==> config.mk <==
export PLATFORM = sky130hd
export DESIGN_NAME = vmem_addr_gen
export DESIGN_NICKNAME = d
export VERILOG_FILES = /design/src/rtl/vagen_pkg.sv /design/src/rtl/agen_ctrl.sv /design/src/rtl/agen_datapath.sv /design/src/rtl/vmem_addr_gen.sv
export SDC_FILE = /design/constraint.sdc
export NUM_CORES = 1
export LEC_CHECK = 0
export ABC_CLOCK_PERIOD_IN_PS = 9500
export CAP_MARGIN = 20
export CORE_UTILIZATION = 40
export DETAILED_ROUTE_END_ITERATION = 16
export GPL_TIMING_DRIVEN = 0
export PLACE_DENSITY_LB_ADDON = 0.1
export SLEW_MARGIN = 15
export SYNTH_ARGS = -nofsm -noshare
export SYNTH_HDL_FRONTEND = slang
export SYNTH_SLANG_ARGS = --single-unit
==> constraint.sdc <==
create_clock -name clk -period 9.5 [get_ports clk]
set_clock_uncertainty 0.2 [all_clocks]
set_input_delay 1.425 -clock clk [delete_from_list [all_inputs] [get_ports clk]]
set_output_delay 1.425 -clock clk [all_outputs]
set_load 0.05 [all_outputs]
==> src/rtl/vagen_pkg.sv <==
package vagen_pkg;

  typedef enum logic [1:0] {
    MODE_UNIT   = 2'd0,
    MODE_STRIDE = 2'd1,
    MODE_INDEX  = 2'd2,
    MODE_RSVD   = 2'd3
  } agenMode_e;

  // strobes from the sequencing control to the address datapath
  typedef struct packed {
    logic load;     // latch a new command this cycle
    logic advance;  // an element address was taken this cycle
    logic stride;   // valid with load: step uses the command stride
    logic indexed;  // held for the command: address built from the index stream
  } agenStrobe_t;

endpackage

==> src/rtl/agen_ctrl.sv <==
module agen_ctrl
  import vagen_pkg::*;
#(
  parameter int MAX_VL = 64,
  parameter int LEN_W  = $clog2(MAX_VL + 1)
) (
  input  logic             clk,
  input  logic             rstN,
  input  logic             cmdValid,
  input  logic [1:0]       cmdMode,
  input  logic [LEN_W-1:0] cmdLen,
  input  logic             idxValid,
  input  logic             addrReady,
  output logic             cmdReady,
  output logic             addrValid,
  output logic             addrLast,
  output logic             idxReady,
  output logic             done,
  output agenStrobe_t      strobe
);

  localparam logic [LEN_W-1:0] MAX_LEN = LEN_W'(MAX_VL);
  localparam logic [LEN_W-1:0] ONE     = LEN_W'(1);

  logic             busy;
  logic             idxMode;
  logic             doneQ;
  logic [LEN_W-1:0] elemCnt;
  logic [LEN_W-1:0] lastCnt;
  logic [LEN_W-1:0] effLen;
  logic             accept;
  logic             fire;

  assign effLen    = (cmdLen > MAX_LEN) ? MAX_LEN : cmdLen;
  assign cmdReady  = !busy;
  assign accept    = cmdValid && !busy;
  assign addrValid = busy && (idxMode ? idxValid : 1'b1);
  assign fire      = addrValid && addrReady;
  assign addrLast  = busy && (elemCnt == lastCnt);
  assign idxReady  = busy && idxMode && addrReady;
  assign done      = doneQ;

  always_comb begin
    strobe         = '0;
    strobe.load    = accept;
    strobe.advance = fire;
    strobe.stride  = (cmdMode == MODE_STRIDE);
    strobe.indexed = idxMode;
  end

  always_ff @(posedge clk or negedge rstN) begin
    if (!rstN) begin
      busy    <= 1'b0;
      idxMode <= 1'b0;
      doneQ   <= 1'b0;
      elemCnt <= '0;
      lastCnt <= '0;
    end else begin
      doneQ <= 1'b0;
      if (accept) begin
        if (effLen == '0) begin
          doneQ <= 1'b1;
        end else begin
          busy    <= 1'b1;
          elemCnt <= '0;
          lastCnt <= effLen - ONE;
          idxMode <= (cmdMode == MODE_INDEX);
        end
      end
      if (fire) begin
        elemCnt <= elemCnt + ONE;
        if (addrLast) begin
          busy    <= 1'b0;
          idxMode <= 1'b0;
          doneQ   <= 1'b1;
        end
      end
    end
  end

endmodule

==> src/rtl/agen_datapath.sv <==
module agen_datapath
  import vagen_pkg::*;
#(
  parameter int ADDR_W = 32
) (
  input  logic              clk,
  input  logic              rstN,
  input  agenStrobe_t       strobe,
  input  logic [ADDR_W-1:0] cmdBase,
  input  logic [ADDR_W-1:0] cmdStride,
  input  logic [1:0]        cmdSize,
  input  logic [ADDR_W-1:0] idxData,
  output logic [ADDR_W-1:0] addrData
);

  localparam logic [ADDR_W-1:0] UNIT_ELEM = {{(ADDR_W-1){1'b0}}, 1'b1};

  logic [ADDR_W-1:0] baseQ;
  logic [ADDR_W-1:0] stepQ;
  logic [ADDR_W-1:0] cursorQ;
  logic [1:0]        sizeQ;
  logic [ADDR_W-1:0] stepNext;
  logic [ADDR_W-1:0] idxBytes;

  // element counts become byte counts by a shift of log2(element bytes)
  assign stepNext = strobe.stride ? (cmdStride << cmdSize) : (UNIT_ELEM << cmdSize);
  assign idxBytes = idxData << sizeQ;
  assign addrData = strobe.indexed ? (baseQ + idxBytes) : cursorQ;

  always_ff @(posedge clk or negedge rstN) begin
    if (!rstN) begin
      baseQ   <= '0;
      stepQ   <= '0;
      cursorQ <= '0;
      sizeQ   <= '0;
    end else if (strobe.load) begin
      baseQ   <= cmdBase;
      cursorQ <= cmdBase;
      stepQ   <= stepNext;
      sizeQ   <= cmdSize;
    end else if (strobe.advance) begin
      cursorQ <= cursorQ + stepQ;
    end
  end

endmodule

==> src/rtl/vmem_addr_gen.sv <==
module vmem_addr_gen
  import vagen_pkg::*;
#(
  parameter  int ADDR_W = 32,
  parameter  int MAX_VL = 64,
  localparam int LEN_W  = $clog2(MAX_VL + 1)
) (
  input  logic              clk,
  input  logic              rstN,
  input  logic              cmdValid,
  output logic              cmdReady,
  input  logic [1:0]        cmdMode,
  input  logic [1:0]        cmdSize,
  input  logic [ADDR_W-1:0] cmdBase,
  input  logic [ADDR_W-1:0] cmdStride,
  input  logic [LEN_W-1:0]  cmdLen,
  input  logic              idxValid,
  output logic              idxReady,
  input  logic [ADDR_W-1:0] idxData,
  output logic              addrValid,
  input  logic              addrReady,
  output logic [ADDR_W-1:0] addrData,
  output logic              addrLast,
  output logic              done
);

  agenStrobe_t strobe;

  agen_ctrl #(.MAX_VL(MAX_VL), .LEN_W(LEN_W)) u_ctrl (
    .clk      (clk),
    .rstN     (rstN),
    .cmdValid (cmdValid),
    .cmdMode  (cmdMode),
    .cmdLen   (cmdLen),
    .idxValid (idxValid),
    .addrReady(addrReady),
    .cmdReady (cmdReady),
    .addrValid(addrValid),
    .addrLast (addrLast),
    .idxReady (idxReady),
    .done     (done),
    .strobe   (strobe)
  );

  agen_datapath #(.ADDR_W(ADDR_W)) u_dp (
    .clk      (clk),
    .rstN     (rstN),
    .strobe   (strobe),
    .cmdBase  (cmdBase),
    .cmdStride(cmdStride),
    .cmdSize  (cmdSize),
    .idxData  (idxData),
    .addrData (addrData)
  );

endmodule

# After elaboration in Yosys (flattened, before gate mapping)
# Cells that the tools add are included.
[word_totals]
register_bits = 115
inputBits = 112
word_cells = 54
[classes]
n_addsub = 4
order_cmp = 1
n_eq_ne = 4
shift = 3
muxes = 21
bitwise = 1
n_reduce_logical = 11
[op_table]
columns = ["cell", "n"]
rows = [
  ["32-bit two-way mux", 4],
  ["32-bit adder", 2],
  ["32-bit by 2-bit left shift with 32-bit output", 2],
  ["1-bit by 2-bit left shift with 32-bit output, first input constant", 1],
  ["7-bit two-way mux", 4],
  ["1-bit two-way mux", 13],
  ["7-bit by 1-bit adder with 7-bit output, second input constant", 1],
  ["7-bit equality test", 1],
  ["7-bit greater-than comparator, second input constant", 1],
  ["7-bit logical NOT", 1],
  ["7-bit by 1-bit subtractor with 7-bit output, second input constant", 1],
  ["1-bit logical AND", 6],
  ["2-bit AND reduction", 2],
  ["2-bit by 1-bit equality test with 1-bit output, second input constant", 1],
  ["2-bit equality test, second input constant", 1],
  ["2-bit by 1-bit != test with 1-bit output, second input constant", 1],
  ["2-bit nonzero test", 1],
  ["1-bit logical NOT", 1],
  ["1-bit inverter", 1],
]

# Longest topological paths before layout
# Gate-level depths: netlist (run 1).
[depth]
depth_word = 7
mapped_depth = 16

# Modules after synthesis
# A second synthesis (run 1) with hierarchy kept.
[unflattened]
cells_unflattened = 1149
area_unflattened_um2 = 10053.4
[by_module_without_submodules]
columns = ["mod", "instances", "cells_per_inst", "area_per_inst_um2", "seq_area_each_um2"]
rows = [
  ["agen_datapath", 1, 1031, 8969.9, 2452.4],
  ["agen_ctrl", 1, 118, 1083.5, 425.4],
]

# Worst setup path before layout (run 1)
# OpenSTA, ideal clock, no wires.
[synth_path]
kind = "input port to output port"
start = "input idxData[6]"
end = "output addrData[27]"
arrival_ns = 4.443
setup_slack_ns = 3.432
cell_stages = 12
path_buffers = 0
path_cell_list = "mux4_2 -> ha_1 -> and3_1 -> o2111ai_1 -> o211a_1 -> o21ba_1 -> o21ai_2 -> nand3_1 -> a21oi_1 -> o22ai_1 -> xor2_1 -> a21oi_1"
[synth_via]
elab_chain_cells = 3
[synth_lines]
columns = ["item", "line", "source"]
rows = [
  ["start, declared", "vmem_addr_gen.sv:19", "input logic [ADDR_W-1:0] idxData,"],
  ["32-bit by 2-bit left shift with 32-bit output", "agen_datapath.sv:27", "assign idxBytes = idxData << sizeQ;"],
  ["32-bit adder", "agen_datapath.sv:28", "assign addrData = strobe.indexed ? (baseQ + idxBytes) : cursorQ;"],
  ["32-bit two-way mux", "agen_datapath.sv:28", ""],
  ["end, declared", "vmem_addr_gen.sv:22", "output logic [ADDR_W-1:0] addrData,"],
]
# Every way passes these cells.

# Final worst setup path (run 1)
[layout_path]
start = "input idxData[4]"
end = "output addrData[30]"
# Same word-level chain as after synthesis.

==> impl_metrics.csv, run 1 <==
group,metric,value,unit
place,dp_hpwl,22.9,mm
setup_path,cp_slowest_stage_delay,0.79,ns
place,io_buffer_count,146,
setup_path,critical_path_class,"input pin to output pin",
setup_path,required,7.88,ns
setup_path,crit_buf_inv,2,
detailed_routing,post_drt_wl_per_cell,18.0,um
die,initial_core_util,41.3,%
yosys,synthesis.area,9470,um^2
yosys,synth_top_family_by_area,"compound AO/OA/AOI/OAI gates",
cells_and_area,post_route_cells_drive_above_1_share,8.13,%
die,num_rows,55,
die,io-pin-count,149,
cts,cts_tree,"yes",
sta,fmax,133,MHz
yosys,syn_nets,1280,
setup_path,rrSetupSlack,6.00,ns
setup_path,crit_slowest_cell,"clkdlybuf4s50_1",
grt,grt_pass1_wl,45.4,mm
setup_path,path_delay_family,"compound AO/OA/AOI/OAI gates",
worst_hold_path,holdCritPathClass,"register to register",
grt,grt_antenna_before_repair,0,
yosys,async_reset_ff_share,100,%
yosys,synth_compound_area_share,20.7,%
cells_and_area,n_antenna_cell,0,
sta,rsz0062_at_grt,"no",
sta,worstMarginPinSlew,0.758,ns
detailed_routing,wl,28.7,mm
detailed_routing,drt_iter0_drc,539,
yosys,synth-xor-area-share,6.01,%
cts,post_cts_buffers,0,
setup_path,critical_path.max_fanout,4,
setup_path,cp-end-kind,"output pin",
power,power,4.77,mW
die,die_y,156,um
sta,whs,0.278,ns
cells_and_area,utilization,51.8,%
grt,grt.overflow.total,0,
detailed_routing,dr.pass1.iters,5,
cts,cts_resized,0,
yosys,yosys_warnings,0,
detailed_routing,vias,8734,
sta,hold_viol_final,0,
cts,path_clk_slew,0.05,ns
yosys,synth-simple-area-share,17.2,%
sta,fin_setup_tns,0,ns
detailed_routing,top_layer_used,"met4",
detailed_routing,vias_per_cell,5.48,
yosys,ys_seq_elements,115,
die,die_x,156,um
yosys,synth_flop_cell,"dfrtp_1",
cts,cts_num_sinks,115,
grt,grt_pass1_vias,8430,
grt,grt_max_degree,69,
yosys,synth_mux_area_share,13.8,%
die,coreArea,22900,um^2
sta,fin_crit_sh,79.4,%
cts,root_buffer,"clkbuf_16",
detailed_routing,drc,0,
cells_and_area,area_growth,25.4,%
sta,slew_headroom,49.4,%
place,gp_congestion,0.884,
yosys,synthDistinctLibCells,58,
run_status,status,"finished clean",
yosys,synth_area_per_cell,8.60,um^2
yosys,synth_edf_count,0,
yosys,synth_adder_area_share,9.01,%
power,p_leak,5.16,nW
setup_path,arrival,5.92,ns
sta,setup_viol,0,
cells_and_area,final_cells,1593,
cts,cts-htree-levels,4,
grt,grt_usage,24.2,%
detailed_routing,drt-met1-wl,14.2,mm
cells_and_area,nNetsFinal,1446,
die,dieArea,24300,um^2
cts,clock_path_buffers,2,
run,max-cap-violations,0,
cts,cts_buffers,17,
detailed_routing,postRouteAntennaNets,0,
place,dp_cells,1561,
detailed_routing,wl_met3,1.28,mm
sta,slew_violations,0,
setup_path,cp_cell_sequence,"clkdlybuf4s50_1, nor2b_1, a211oi_1, a21oi_1, ha_1, o21ai_0, o21ai_0, a41oi_1, o211a_1, o31ai_2, a21oi_1, a211o_1, o21ai_1, xor2_1, mux2_2, clkdlybuf4s50_1",
power,ir_worst_vdd,0.000171,V
yosys,seq_area_frac_synth,30.4,%
cts,holdBufCountCts,0,
setup_path,startpoint_type,"input pin",
sta,layout_min_cycle_time,7.54,ns
yosys,synthCells,1101,
power,power_density,402,nW/um^2
detailed_routing,wl_met2,12.7,mm
cts,clk_latency,0.41,ns
## cells by family after synthesis
family / count (synthesis)
XOR/XNOR: 65
AND/OR/NAND/NOR: 373
adder cells (fa/ha/maj): 67
AO/OA/AOI/OAI: 314
buffers and inverters: 74
multiplexers: 93
flip-flops: 115
## cell usage in the layout, fill, tap and decap left out, types with 10 or more instances in the layout
master,netlist,final
and3_1,10,10
a211oi_1,10,10
nor3_1,29,29
a21o_1,27,27
o21ai_0,94,94
nor2_1,73,73
clkdlybuf4s50_1,0,145
mux2i_1,37,37
clkbuf_16,0,17
xor2_1,19,19
a21oi_1,94,94
inv_1,16,16
nand2_1,196,196
nand3_1,16,16
nor2b_1,11,11
clkbuf_1,49,50
o31a_1,15,15
mux2_2,29,29
ha_1,65,65
mux4_2,27,27
o211ai_1,10,10
xnor2_1,46,46
dfrtp_1,115,115
## area by class of cell
class	instances	area, um^2
Multi-Input combinational cell	912	6310
Clock buffer	18	429
Inverter	16	60.1
Buffer	58	218
Sequential cell	115	2880
Timing Repair Buffer	147	1490
Tap cell	313	392
Fill cell	2187	11000
Clock inverter	14	91.3
## stage by stage
stage,area (um^2),worst slack (ns)
after floorplan,9470,3.43
after global placement,11300,1.96
after detailed placement,11300,1.97
after CTS,11900,1.95
after global routing,11900,1.60
final,11900,1.96
## metal layers
layer | up-vias | global-route usage [%]
met5 | - | 0
met4 | 0 | 5.93
met3 | 28 | 3.33
met2 | 237 | 37.7
met1 | 4124 | 35.1
li1 | 4345 | -
## state kept, by name (all words and copies together), names as in the netlist
signal,cells
u_ctrl.done,1
u_dp.cursorQ,32
u_dp.baseQ,32
u_ctrl.elemCnt,7
u_ctrl.lastCnt,7
u_dp.sizeQ,2
u_dp.stepQ,32
u_ctrl.busy,1
u_ctrl.idxMode,1
## synth_stat cells (3+ instances only)
library cell  number  share of area (%)
a21oi_2            3               0.28
o21a_1             7               0.56
a21o_1            27                2.1
a21oi_1           94                5.0
xor2_1            19                1.8
a31oi_1            4               0.26
nor3b_1            4               0.32
ha_1              65                8.6
o21ai_1            5               0.26
mux2i_1           37                3.9
and2_1             4               0.26
a211o_1            4               0.37
nor3_1            29                1.5
nand2b_1           8               0.53
a211oi_2           3               0.40
o31ai_1            3               0.24
o31a_1            15                1.4
dfrtp_1          115                 30
a31o_1             3               0.28
mux4_2            27                6.4
xnor2_1           46                4.3
nand3b_1           4               0.32
or3_1              4               0.26
nor2b_1           11               0.73
mux2_2            29                3.4
buf_1              9               0.36
o211ai_1          10               0.79
inv_1             16               0.63
and3_1            10               0.66
nand2_1          196                7.8
a211oi_1          10               0.79
clkbuf_1          49                1.9
nand3_1           16               0.85
nor2_1            73                2.9
nand4_1            8               0.53
o21bai_1           9               0.71
o21ai_0           94                5.0
o31ai_2            3               0.40
## report_power, final
group	total, mW	switching, mW	internal, mW
Combinational	3.28	1.93	1.35
Clock	0.567	0.237	0.329
Sequential	0.926	0.211	0.715
## path summary, 6_finish.rpt
| check | startpoint | end | cells past startpoint |
|---|---|---|---|
| max reg2reg | u_dp.cursorQ[6] | u_dp.cursorQ[29] | 11 |
| min | u_dp.baseQ[18] | u_dp.baseQ[18] | 2 |
| min reg2reg | u_dp.baseQ[18] | u_dp.baseQ[18] | 2 |
| max | idxData[4] | addrData[30] | 16 |
| max in group asynchronous | rstN | u_dp.cursorQ[19] | 2 |
| min in group asynchronous | rstN | u_ctrl.lastCnt[1] | 1 |
## worst min-delay path, cell delays in order (launching register included)
cell and delay (ns):
dfrtp_1 0.34, nand2_1 0.05, nand2_1 0.05
Note: power is estimated with default switching activity, not from simulation.
==> inputs of run 2 (changes only) <==
--- a/config.mk
+++ b/config.mk
@@ -5,7 +5,7 @@
 export SDC_FILE = /design/constraint.sdc
 export NUM_CORES = 1
 export LEC_CHECK = 0
-export ABC_CLOCK_PERIOD_IN_PS = 9500
+export ABC_CLOCK_PERIOD_IN_PS = 7400
 export CAP_MARGIN = 20
 export CORE_UTILIZATION = 40
 export DETAILED_ROUTE_END_ITERATION = 16
==> constraint.sdc (replaced) <==
create_clock -name clk -period 7.4 [get_ports clk]
set_clock_uncertainty 0.2 [all_clocks]
set_input_delay 1.11 -clock clk [delete_from_list [all_inputs] [get_ports clk]]
set_output_delay 1.11 -clock clk [all_outputs]
set_load 0.05 [all_outputs]
==> impl_metrics.csv, run 2 (synthesis gave the netlist of run 1 again) <==
group,metric,value,unit
run_status,status,"finished clean",
grt,grt_max_degree,69,
cts,path_clk_slew,0.05,ns
power,ir_worst_vdd,0.000220,V
cells_and_area,reg.largest.list,"u_dp.baseQ: 32 flops, u_dp.cursorQ: 32 flops, u_dp.stepQ: 32 flops",
detailed_routing,postRouteAntennaNets,0,
detailed_routing,drt_iter0_drc,539,
die,io-pin-count,149,
cells_and_area,final_cell_area,11900,um^2
detailed_routing,drt-met1-wl,14.2,mm
cells_and_area,final_cell_mix,"nand2_1 (196), clkdlybuf4s50_1 (145), dfrtp_1 (115)",
cells_and_area,n_antenna_cell,0,
sta,fmax,143,MHz
setup_path,path_delay_family,"buffers and inverters",
cts,cts_buffers,17,
sta,fin_crit_sh,94.3,%
detailed_routing,wl_met2,12.7,mm
sta,rsz0062_at_grt,"no",
grt,grt_pass1_vias,8430,
detailed_routing,vias,8734,
cts,cts_num_sinks,115,
setup_path,cp-end-kind,"output pin",
sta,fin_setup_tns,0,ns
place,placedInstanceArea,11300,um^2
cts,cts_tree,"yes",
worst_hold_path,holdCritPathClass,"register to register",
detailed_routing,post_drt_wl_per_cell,18.0,um
sta,slew_violations,0,
sta,hold_viol_final,0,
power,power,6.13,mW
sta,layout_min_cycle_time,6.98,ns
place,dp_hpwl,22.9,mm
die,initial_core_util,41.3,%
setup_path,critical_path_class,"register to output pin",
cts,clock_path_buffers,2,
grt,grt_usage,24.2,%
detailed_routing,vias_per_cell,5.48,
die,coreArea,22900,um^2
setup_path,cp_slowest_stage_delay,0.81,ns
setup_path,cp_cell_sequence,"clkbuf_1, buf_1, mux4_2, ha_1, and3_1, o2111ai_1, o211a_1, o21ba_1, o21ai_2, nand3_1, o31a_1, a21oi_2, xnor2_1, mux2_2, clkdlybuf4s50_1",
cts,root_buffer,"clkbuf_16",
run,max-cap-violations,0,
cts,post_cts_buffers,0,
setup_path,startpoint_type,"register",
grt,grt_pass1_wl,45.4,mm
detailed_routing,dr.pass1.iters,5,
sta,worstMarginPinSlew,0.758,ns
setup_path,required,6.09,ns
setup_path,crit_buf_inv,3,
die,dieArea,24300,um^2
detailed_routing,wl_met3,1.28,mm
grt,grt_antenna_before_repair,0,
cts,cts-htree-levels,4,
die,die_y,156,um
sta,slew_headroom,49.4,%
detailed_routing,wl,28.7,mm
power,power_density,516,nW/um^2
die,die_x,156,um
detailed_routing,top_layer_used,"met4",
cells_and_area,area_growth,25.4,%
setup_path,rrSetupSlack,3.90,ns
cells_and_area,final_common_cell,"nand2_1",
setup_path,crit_slowest_cell,"clkdlybuf4s50_1",
grt,grt.overflow.total,0,
setup_path,critical_path.max_fanout,10,
detailed_routing,drc,0,
setup_path,arrival,5.67,ns
cells_and_area,post_route_cells_drive_above_1_share,8.20,%
power,p_leak,5.16,nW
cells_and_area,nNetsFinal,1446,
place,io_buffer_count,146,
die,num_rows,55,
sta,setup_viol,0,
place,gp_congestion,0.884,
cts,clk_latency,0.41,ns
run 2: cell counts in the layout (fill, tap and decap cells not counted):
No cell type changed its count.
run 2: path summary, 6_finish.rpt:
check | from | to | cells past startpoint
min | u_dp.baseQ[18] | u_dp.baseQ[18] | 2
max | u_dp.sizeQ[0] | addrData[31] | 15
min in group asynchronous | rstN | u_ctrl.lastCnt[1] | 1
min reg2reg | u_dp.baseQ[18] | u_dp.baseQ[18] | 2
max reg2reg | u_dp.cursorQ[6] | u_dp.cursorQ[29] | 11
max in group asynchronous | rstN | u_dp.cursorQ[19] | 2
run 2: worst min-delay path: stages, from the launching register on:
cell and delay, ns:
dfrtp_1 0.34, nand2_1 0.05, nand2_1 0.05
run 2: power by group:
| part | switching [mW] | total, mW | internal, mW | leakage [nW] |
|---|---|---|---|---|
| clock network | 0.305 | 0.728 | 0.423 | 0.240 |
| registers | 0.271 | 1.19 | 0.918 | 1.47 |
| logic | 2.47 | 4.21 | 1.74 | 3.45 |
run 2: per-layer routing:
metal  vias up  global-route usage [%]
met1      4134                    35.1
met4         0                    5.93
li1       4340                       -
met2       232                    37.7
met5         -                       0
met3        28                    3.33
run 2: cell type report:
class                      instances  area (um^2)
tap                              313          392
clock inverter                    14         91.3
fill                            2187        11000
inverter                          16         60.1
sequential                       115         2880
buffer                            58          219
clock buffer                      18          429
timing repair buffer             147         1490
multi-input combinational        912         6310
run 2: what timing repair did:
| item | CTS | global route |
|---|---|---|
| hold buffers | 0 | 0 |
| resized for setup | 0 | 2 |
| endpoints found under the setup margin | 0 | 2 |
run 2: metrics by stage:
stage          hold slack, ns  instances  util, %  setup WS, ns
3_3_place_gp            0.265       1560     49.4         0.322
5_1_grt                 0.300       1593     51.8        0.0319
6_report                0.278       1593     51.8         0.419
4_1_cts                 0.286       1593     51.8         0.223
3_5_place_dp            0.273       1561     49.5         0.502
2_1_floorplan           0.250       1101        -          1.72
